===== config.mk =====
export PLATFORM = sky130hd
export DESIGN_NAME = owf_frame_parser
export DESIGN_NICKNAME = d
export VERILOG_FILES = /design/src/rtl/owf_pkg.sv /design/src/rtl/owf_cmd_decode.sv /design/src/rtl/owf_shifter.sv /design/src/rtl/owf_port_reg.sv /design/src/rtl/owf_frame_parser.sv
export SDC_FILE = /design/constraint.sdc
export NUM_CORES = 1
export LEC_CHECK = 0
export CAP_MARGIN = 20
export CORE_ASPECT_RATIO = 0.5
export CORE_MARGIN = 2
export CORE_UTILIZATION = 56
export CTS_CLUSTER_DIAMETER = 30
export CTS_CLUSTER_SIZE = 40
export DETAILED_ROUTE_END_ITERATION = 7
export DONT_BUFFER_PORTS = 1
export GPL_TIMING_DRIVEN = 0
export HOLD_SLACK_MARGIN = 0.05
export PLACE_DENSITY = 0.79
export SLEW_MARGIN = 20
export SYNTH_ARGS = -nofsm -noshare
export SYNTH_HDL_FRONTEND = slang
export SYNTH_SLANG_ARGS = --single-unit

===== constraint.sdc =====
create_clock -name clk -period 2.1 [get_ports clk]
set_clock_uncertainty 0.2 [all_clocks]
set_input_delay 0.21 -clock clk [delete_from_list [all_inputs] [get_ports clk]]
set_output_delay 0.21 -clock clk [all_outputs]
set_load 0.03 [all_outputs]

===== src/rtl/owf_pkg.sv =====
package owf_pkg;
  typedef enum logic [2:0] {
    ST_WAIT_IDLE,
    ST_READY,
    ST_CMD,
    ST_FIELD,
    ST_STOP
  } owf_state_e;

  typedef enum logic [1:0] {
    K_PEND,
    K_NONE,
    K_SHORT,
    K_LONG
  } owf_kind_e;
endpackage


===== src/rtl/owf_cmd_decode.sv =====
module owf_cmd_decode
  import owf_pkg::*;
#(
  parameter int CMD_W       = 4,
  parameter int SHORT_CMD_W = 2,
  parameter logic [SHORT_CMD_W-1:0] SHORT_CMD = '0,
  parameter logic [CMD_W-1:0]       LONG_CMD  = 4'b0101,
  localparam int CNT_W = $clog2(CMD_W + 1)
) (
  input  logic [CMD_W-1:0] cmd_bits,
  input  logic [CNT_W-1:0] cmd_cnt,
  output owf_kind_e        kind
);
  always_comb begin
    kind = K_PEND;
    if (cmd_cnt == CNT_W'(SHORT_CMD_W) && cmd_bits[SHORT_CMD_W-1:0] == SHORT_CMD)
      kind = K_SHORT;
    else if (cmd_cnt == CNT_W'(CMD_W))
      kind = (cmd_bits == LONG_CMD) ? K_LONG : K_NONE;
  end
endmodule


===== src/rtl/owf_shifter.sv =====
module owf_shifter #(
  parameter int W = 35
) (
  input  logic         clk,
  input  logic         rst,
  input  logic         clr,
  input  logic         shift_en,
  input  logic         bit_in,
  output logic [W-1:0] q
);
  always_ff @(posedge clk) begin
    if (rst || clr) q <= '0;
    else if (shift_en) q <= {q[W-2:0], bit_in};
  end
endmodule


===== src/rtl/owf_port_reg.sv =====
module owf_port_reg #(
  parameter int AW = 5,
  parameter int DW = 8
) (
  input  logic          clk,
  input  logic          rst,
  input  logic          load,
  input  logic [AW-1:0] addr_in,
  input  logic [DW-1:0] data_in,
  output logic          stb,
  output logic [AW-1:0] addr,
  output logic [DW-1:0] data
);
  always_ff @(posedge clk) begin
    if (rst) begin
      stb  <= 1'b0;
      addr <= '0;
      data <= '0;
    end else begin
      stb <= load;
      if (load) begin
        addr <= addr_in;
        data <= data_in;
      end
    end
  end
endmodule


===== src/rtl/owf_frame_parser.sv =====
module owf_frame_parser
  import owf_pkg::*;
#(
  parameter int REG_AW      = 5,
  parameter int REG_DW      = 8,
  parameter int EE_AW       = 3,
  parameter int EE_DW       = 32,
  parameter int CMD_W       = 4,
  parameter int SHORT_CMD_W = 2,
  parameter logic [SHORT_CMD_W-1:0] SHORT_CMD = '0,
  parameter logic [CMD_W-1:0]       LONG_CMD  = 4'b0101
) (
  input  logic              clk,
  input  logic              rst,
  input  logic              bit_valid,
  input  logic              bit_val,
  input  logic              line_idle,
  output logic              reg_wr_stb,
  output logic [REG_AW-1:0] reg_wr_addr,
  output logic [REG_DW-1:0] reg_wr_data,
  output logic              ee_wr_stb,
  output logic [EE_AW-1:0]  ee_wr_addr,
  output logic [EE_DW-1:0]  ee_wr_data
);
  localparam int SHORT_LEN = REG_AW + REG_DW;
  localparam int LONG_LEN  = EE_AW + EE_DW;
  localparam int PAY_W     = (SHORT_LEN > LONG_LEN) ? SHORT_LEN : LONG_LEN;
  localparam int FCNT_W    = $clog2(PAY_W + 1);
  localparam int CCNT_W    = $clog2(CMD_W + 1);

  owf_state_e        state_q;
  logic [CMD_W-1:0]  cmd_q;
  logic [CCNT_W-1:0] cmd_cnt_q;
  logic [FCNT_W-1:0] fld_left_q;
  logic              is_long_q;
  logic [PAY_W-1:0]  pay_q;

  logic [CMD_W-1:0]  cmd_next;
  logic [CCNT_W-1:0] cmd_cnt_next;
  owf_kind_e         kind;
  logic              bit_in;
  logic              start_ok;
  logic              shift_en;
  logic              stop_good;

  assign bit_in       = bit_valid && !line_idle;
  assign cmd_next     = {cmd_q[CMD_W-2:0], bit_val};
  assign cmd_cnt_next = cmd_cnt_q + 1'b1;
  assign start_ok     = (state_q == ST_READY) && bit_valid && bit_val;
  assign shift_en     = (state_q == ST_FIELD) && bit_in;
  assign stop_good    = (state_q == ST_STOP) && bit_in && !bit_val;

  owf_cmd_decode #(
    .CMD_W(CMD_W), .SHORT_CMD_W(SHORT_CMD_W),
    .SHORT_CMD(SHORT_CMD), .LONG_CMD(LONG_CMD)
  ) u_dec (
    .cmd_bits(cmd_next),
    .cmd_cnt (cmd_cnt_next),
    .kind    (kind)
  );

  owf_shifter #(.W(PAY_W)) u_shift (
    .clk     (clk),
    .rst     (rst),
    .clr     (start_ok),
    .shift_en(shift_en),
    .bit_in  (bit_val),
    .q       (pay_q)
  );

  always_ff @(posedge clk) begin
    if (rst) begin
      state_q    <= ST_WAIT_IDLE;
      cmd_q      <= '0;
      cmd_cnt_q  <= '0;
      fld_left_q <= '0;
      is_long_q  <= 1'b0;
    end else begin
      unique case (state_q)
        ST_WAIT_IDLE: if (line_idle) state_q <= ST_READY;
        ST_READY: begin
          if (bit_valid) begin
            state_q   <= bit_val ? ST_CMD : ST_WAIT_IDLE;
            cmd_q     <= '0;
            cmd_cnt_q <= '0;
          end
        end
        ST_CMD: begin
          if (line_idle) state_q <= ST_READY;
          else if (bit_valid) begin
            cmd_q     <= cmd_next;
            cmd_cnt_q <= cmd_cnt_next;
            unique case (kind)
              K_SHORT: begin
                state_q    <= ST_FIELD;
                is_long_q  <= 1'b0;
                fld_left_q <= FCNT_W'(SHORT_LEN);
              end
              K_LONG: begin
                state_q    <= ST_FIELD;
                is_long_q  <= 1'b1;
                fld_left_q <= FCNT_W'(LONG_LEN);
              end
              K_NONE:  state_q <= ST_WAIT_IDLE;
              default: state_q <= ST_CMD;
            endcase
          end
        end
        ST_FIELD: begin
          if (line_idle) state_q <= ST_READY;
          else if (bit_valid) begin
            fld_left_q <= fld_left_q - 1'b1;
            if (fld_left_q == FCNT_W'(1)) state_q <= ST_STOP;
          end
        end
        ST_STOP: begin
          if (line_idle) state_q <= ST_READY;
          else if (bit_valid) state_q <= ST_WAIT_IDLE;
        end
        default: state_q <= ST_WAIT_IDLE;
      endcase
    end
  end

  owf_port_reg #(.AW(REG_AW), .DW(REG_DW)) u_reg_port (
    .clk    (clk),
    .rst    (rst),
    .load   (stop_good && !is_long_q),
    .addr_in(pay_q[SHORT_LEN-1 -: REG_AW]),
    .data_in(pay_q[REG_DW-1:0]),
    .stb    (reg_wr_stb),
    .addr   (reg_wr_addr),
    .data   (reg_wr_data)
  );

  owf_port_reg #(.AW(EE_AW), .DW(EE_DW)) u_ee_port (
    .clk    (clk),
    .rst    (rst),
    .load   (stop_good && is_long_q),
    .addr_in(pay_q[LONG_LEN-1 -: EE_AW]),
    .data_in(pay_q[EE_DW-1:0]),
    .stb    (ee_wr_stb),
    .addr   (ee_wr_addr),
    .data   (ee_wr_data)
  );
endmodule


Yosys cells after proc, flatten, opt, wreduce, memory -nomap -nowiden

Cells that the tools add are included.
Widths: inputs -> output; s select.

Mux-type cells: 29
Add/subtract/negate cells: 2
Equal/unequal tests: 22
Reduce and logical (&&, ||, !) cells: 23
Bitwise gates (word level): 1

Operator list:

| kind                | count |
|---|---|
| $mux 3              | 14 |
| $mux 6              | 4 |
| $pmux 6 s2          | 2 |
| $pmux 3 s5          | 1 |
| $ne 2x2->1 const B  | 6 |
| $ne 3x3->1 const B  | 4 |
| $pmux 3 s2          | 2 |
| $reduce_and 6->1    | 2 |
| $eq 3x2->1 const B  | 3 |
| $logic_and 1x1->1   | 9 |
| $mux 2              | 4 |
| $reduce_and 4->1    | 2 |
| $eq 3x3->1 const B  | 2 |
| $eq 6x1->1 const B  | 1 |
| $reduce_bool 2->1   | 3 |
| $sub 6x1->6 const B | 1 |
| $eq 2x2->1 const B  | 2 |
| $eq 4x3->1 const B  | 1 |
| $pmux 2 s2          | 1 |
| $add 3x1->3 const B | 1 |
| $eq 3x1->1 const B  | 1 |
| $logic_not 1->1     | 3 |
| $logic_not 3->1     | 1 |
| $ne 3x2->1 const B  | 1 |
| 6 further kinds     | 6 |

Logic and storage cells: 89
Register bits after elaboration: 101
Input port bits: 5
Output and inout port bits: 50

Logic depth before layout (Yosys ltp)

Depth in word-level cells: 10
Depth in mapped cells: 6
Depth with buffers taken out: 6

Modules after synthesis

From an unflattened synthesis, not the netlist that was laid out.

Cell total of the unflattened synthesis: 403
Area total of the unflattened synthesis: 4,102.7 sq um

By module, submodules not included:

| module                    | cells each | area each (sq um) | instances | sequential area each (sq um) |
|---|---|---|---|---|
| owf_port_reg (u_ee_port)  | 115        | 1,297.5           | 1         | 720.7 |
| owf_shifter               | 114        | 1,290.0           | 1         | 700.7 |
| owf_frame_parser          | 124        | 965.9             | 1         | 320.3 |
| owf_port_reg (u_reg_port) | 44         | 501.7             | 1         | 280.3 |
| owf_cmd_decode            | 6          | 47.5              | 1         | 0.0 |

Worst setup path after synthesis

Ideal clock, no wire load.

Path type: register -> register
From: register cmd_cnt_q[0]
To: register fld_left_q[3]
Data arrival time: 1.693 ns
Required time: 1.808 ns
Library setup time: 0.092 ns
Cell stages (with the launch flop): 7
Setup slack: 0.115 ns
Period minus slack after synthesis: 1.985 ns
Buffers on the path: 1
Cells stage by stage: dfxtp_1 -> ha_1 -> xnor2_1 -> or3b_1 -> buf_6 -> a21o_1 -> o32ai_1

Longest elaborated chain between the ends: 9
Elaborated cells between the ends (all ways): 14
Those cells by class: add/sub (1); eq/ne (5); mux (6); reduce/logical (2)

RTL lines:

| item                                        | RTL line                                   | source |
|---|---|---|
| start, declared                             | owf_frame_parser.sv:33                     | `logic [CCNT_W-1:0] cmd_cnt_q;` |
| start signal, assigned                      | owf_frame_parser.sv:92                     | `cmd_cnt_q <= cmd_cnt_next;` |
| $add 3x1->3 (*)                             | owf_frame_parser.sv:48                     | `assign cmd_cnt_next = cmd_cnt_q + 1'b1;` |
| $eq 3x3->1 or $eq 3x2->1 (tied branches)    | owf_cmd_decode.sv:18, owf_cmd_decode.sv:16 |  |
| $mux 2 or $logic_and 1x1->1 (tied branches) | owf_cmd_decode.sv:18, owf_cmd_decode.sv:16 |  |
| $mux 2 (*)                                  | owf_cmd_decode.sv:16                       | `if (cmd_cnt == CNT_W'(SHORT_CMD_W) && cmd_bits[SHORT_CMD_W-1:0] == SHORT_CMD)` |
| $eq 2x2->1                                  | owf_frame_parser.sv:93                     | `unique case (kind)` |
| $pmux 6 s2                                  | owf_frame_parser.sv:93                     |  |
| $mux 6                                      | owf_frame_parser.sv:90                     | `else if (bit_valid) begin` |
| $mux 6                                      | owf_frame_parser.sv:89                     | `if (line_idle) state_q <= ST_READY;` |
| $pmux 6 s2                                  | owf_frame_parser.sv:79                     | `unique case (state_q)` |
| end signal, assigned                        | owf_frame_parser.sv:97                     | `fld_left_q <= FCNT_W'(SHORT_LEN);` |
| end signal, assigned                        | owf_frame_parser.sv:102                    | `fld_left_q <= FCNT_W'(LONG_LEN);` |
| end signal, assigned                        | owf_frame_parser.sv:112                    | `fld_left_q <= fld_left_q - 1'b1;` |
| end, declared                               | owf_frame_parser.sv:34                     | `logic [FCNT_W-1:0] fld_left_q;` |

Every way passes the cells marked *; elsewhere a longest branch is shown, timed or not. The select of a mux whose other input is x is not followed.
A chain may end at the register's enable or synchronous reset.

Final worst setup path

From: register state_q[1]
To: register u_ee_port.data[8]

Longest elaborated chain between the ends: 4

RTL lines:

| item                           | RTL line                | source |
|---|---|---|
| start, declared                | owf_frame_parser.sv:31  | `owf_state_e state_q;` |
| start signal, assigned         | owf_frame_parser.sv:83  | `state_q <= bit_val ? ST_CMD : ST_WAIT_IDLE;` |
| $eq 3x3->1                     | owf_frame_parser.sv:51  | `assign stop_good = (state_q == ST_STOP) && bit_in && !bit_val;` |
| $logic_and 1x1->1 (2 in a row) | owf_frame_parser.sv:51  |  |
| $logic_and 1x1->1              | owf_frame_parser.sv:139 | `.load (stop_good && is_long_q),` |
| end signal, assigned           | owf_port_reg.sv:23      | `data <= data_in;` |
| end, declared                  | owf_port_reg.sv:12      | `output logic [DW-1:0] data` |

Every way passes these cells.

==> results.cfg <==
[routing]
wl_um = 8790
drt_first_pass_iters = 4
routed_via_density = 5.50
drt-initial-drc-count = 191
ant_nets = 0
drc = 0
vias = 3295
avgRoutedWirePerCell_um = 14.7

[timing]
setup_ws_ns = 0.0531
drv_slew = 0
rsz0062_at_grt = true
hold_violations = 0
maxSlewHeadroom = 0.540
setup_viol = 0
fmax_mhz = 489
tightest_slew_ns = 0.687
fin_tns_setup_ns = 0
fin_crit_ns = 2.05
fin_crit_sh = 0.975

[clocking]
cts-root-buf = clkbuf_16
cts.sinks = 101
h-tree-depth = 3
clkLatencyLatePin_ns = 0.34
cts_buffer_depth = 2
cts_tree = built
clkTransAtPathRegs_ns = 0.07
cts_made_buffers = 9

[floorplanning]
ios = 55
die-area_mm2 = 0.00795
die_h_um = 64.1
start_util = 0.591
row_count = 21
die_w_um = 124
fp.coreArea_mm2 = 0.00683

[power_and_ir_drop]
powerDensity_mw_per_mm2 = 827
leakage_nw = 1.50
power_w = 0.00370
vdd_drop_max_mv = 0.460

[setup_path]
crit_type = flip-flop to flip-flop
critPathMaxFanout = 10
arrival_ns = 2.11
cp_top_family = simple AND/OR/NAND/NOR gates
crit_required_ns = 2.16
endpoint_kind = flip-flop
crit_path_start_kind = flip-flop
max_stage_delay_ns = 0.45
path_cells = and4bb_2 -> nand3_1 -> buf_1 -> nand2_1 -> a21oi_1
cp_slowest_cell = dfxtp_1
cp_num_buf_inv = 1

[global_route]
antenna_found_initial = 0
grt_pass1_vias = 3029
grt_max_degree = 17
globalRouteOverflowTotal = 0
grt_util_all_layers = 0.234
grt_pass1_wl_um = 14200

[placement]
post-dp-hpwl_um = 5960
place_ws_ns = -0.0211
gp_congestion = 0.890
place_area_mm2 = 0.00416
port_buffers = 0
dp_cells = 585

[synthesis]
ys_ff_latch = 101
synth.avg_cell_area_um2 = 8.19
synth_edf_count = 0
yosys.area.top_type = dfxtp_1
synth_area_leaders = dfxtp_1, nand2_1, a21oi_1
synth_ff_type = dfxtp_1
ys_warn_count = 0
postSynth.asyncResetShare = 0
synth.distinct_cells = 45
syn_nets = 503
netlist_area_mm2 = 0.00404
synth_top_area_share = 0.500
seq_area_frac_synth = 0.500
synthCells = 493

[final_layout]
layout.nets = 512
final_cells = 599
insertedDiodeCount = 0
drive_above_1_share = 0.0730
fin_area_mm2 = 0.00447
syn2layout_area_growth_pct = 10.6

[min_path]
hold_class = input pin to flip-flop

[status]
status = complete, no violations

[flow_run]
cap_violations = 0
worst paths after layout:
kind                                          end          start  cells after the start  slack, ns
worst max-delay path            u_ee_port.data[8]     state_q[1]                      5       0.05
worst min-delay path                    is_long_q        bit_val                      4       0.08
worst max register to register  u_ee_port.data[8]     state_q[1]                      5       0.05
worst min register to register  u_ee_port.addr[2]  u_shift.q[34]                      2       0.25
what timing repair did:
action / CTS / global route
hold buffers: 1 / 0
hold endpoints to repair: 3 / 0
endpoints found under the setup margin: 13 / 47
buffers inserted: 0 / 0
gates resized for setup: 2 / 6
power by group:
group / leakage, nW / internal (W) / switching [W]
Combinational: 0.548 / 0.0000598 / 0.000123
Sequential: 0.814 / 0.00192 / 0.0000122
Clock: 0.139 / 0.000873 / 0.000707
worst min-delay path, delay by kind of cell:
family             cells  cell delay [ns]
AOI/OAI and AO/OA      2             0.20
and+or+nand+nor        2             0.17
sequential cells by signal, summed over array words and instances (netlist names):
register	flops
u_shift.q	35
u_ee_port.data	32
u_reg_port.data	8
fld_left_q	6
u_reg_port.addr	5
cmd_cnt_q	3
cmd_q	3
state_q	3
u_ee_port.addr	3
is_long_q	1
u_ee_port.stb	1
u_reg_port.stb	1
cell type report:
cell class,instances,area (µm²)
inverters,10,37.5
clock buffers,12,256
fillers,579,2360
clock inverters,4,30.0
well taps,92,115
repair buffers,1,10.0
plain buffers,32,144
flip-flops and latches,101,2020
multi-input cells,347,1850
metal layers:
layer	part of all wire	global-route usage	wire length [µm]	vias to the layer above
met5	0	0	0	-
met4	0.0085	0.0716	75	0
met3	0.061	0.0821	539	8
met2	0.47	0.375	4160	72
met1	0.46	0.297	4020	1548
li1	-	-	-	1667
Yosys cell counts, types with 2 or more instances:
library cell and number:
mux2i_1 19, or3b_1 2, a311oi_1 2, o21ai_0 3, nor3_1 4, nor2b_1 2
a21o_1 4, nand3_1 2, and4b_1 2, o32ai_1 4, or3_1 3, inv_1 10
ha_1 5, buf_1 2, nor3b_1 4, and4bb_2 2, dfxtp_1 101, buf_2 13
o211ai_1 2, and3b_1 2, nand2b_1 4, nand2_1 145, nor2_1 32, xor2_1 2
nand3b_1 2, a21oi_1 83, clkbuf_1 19
layout by cell type, fill, tap and decap left out, types with 2 or more instances in the layout:
cell type	netlist	final
nand3_1	2	2
and4bb_2	2	2
nor3b_1	4	4
a21oi_1	83	83
nor3_1	4	4
or3b_1	2	2
nor2b_1	2	2
inv_1	10	10
o21ai_0	3	3
and4b_1	2	2
dfxtp_2	0	2
buf_2	13	12
or3_1	3	3
and3b_1	2	2
ha_1	5	4
nand2b_1	4	4
clkbuf_8	0	2
buf_1	2	2
nor2_1	32	32
o211ai_1	2	2
nand2_1	145	145
o32ai_1	4	4
dfxtp_1	101	99
clkbuf_16	0	9
a21o_1	4	3
mux2i_1	19	19
clkbuf_1	19	17
nand3b_1	2	2
xor2_1	2	2
a311oi_1	2	2
through the flow:
step                hold slack [ns]   util
floorplan                     0.146      -
global placement              0.151  0.608
detailed placement            0.153  0.608
CTS                          0.0607  0.652
global route                 0.0962  0.654
finish                       0.0787  0.654
logic make-up (layout without fill, tap and decap cells):
| family | Yosys count | count (layout) | share of synthesized area |
|---|---|---|---|
| compound gates | 107 | 107 | 0.147 |
| xor+xnor | 3 | 3 | 0.00650 |
| fa+ha+maj | 5 | 5 | 0.0155 |
| buf+inv | 45 | 59 | 0.0477 |
| flops | 101 | 101 | 0.500 |
| mux | 19 | 19 | 0.0471 |
| simple gates | 213 | 213 | 0.236 |
Note: power is estimated with default switching activity, not from simulation.
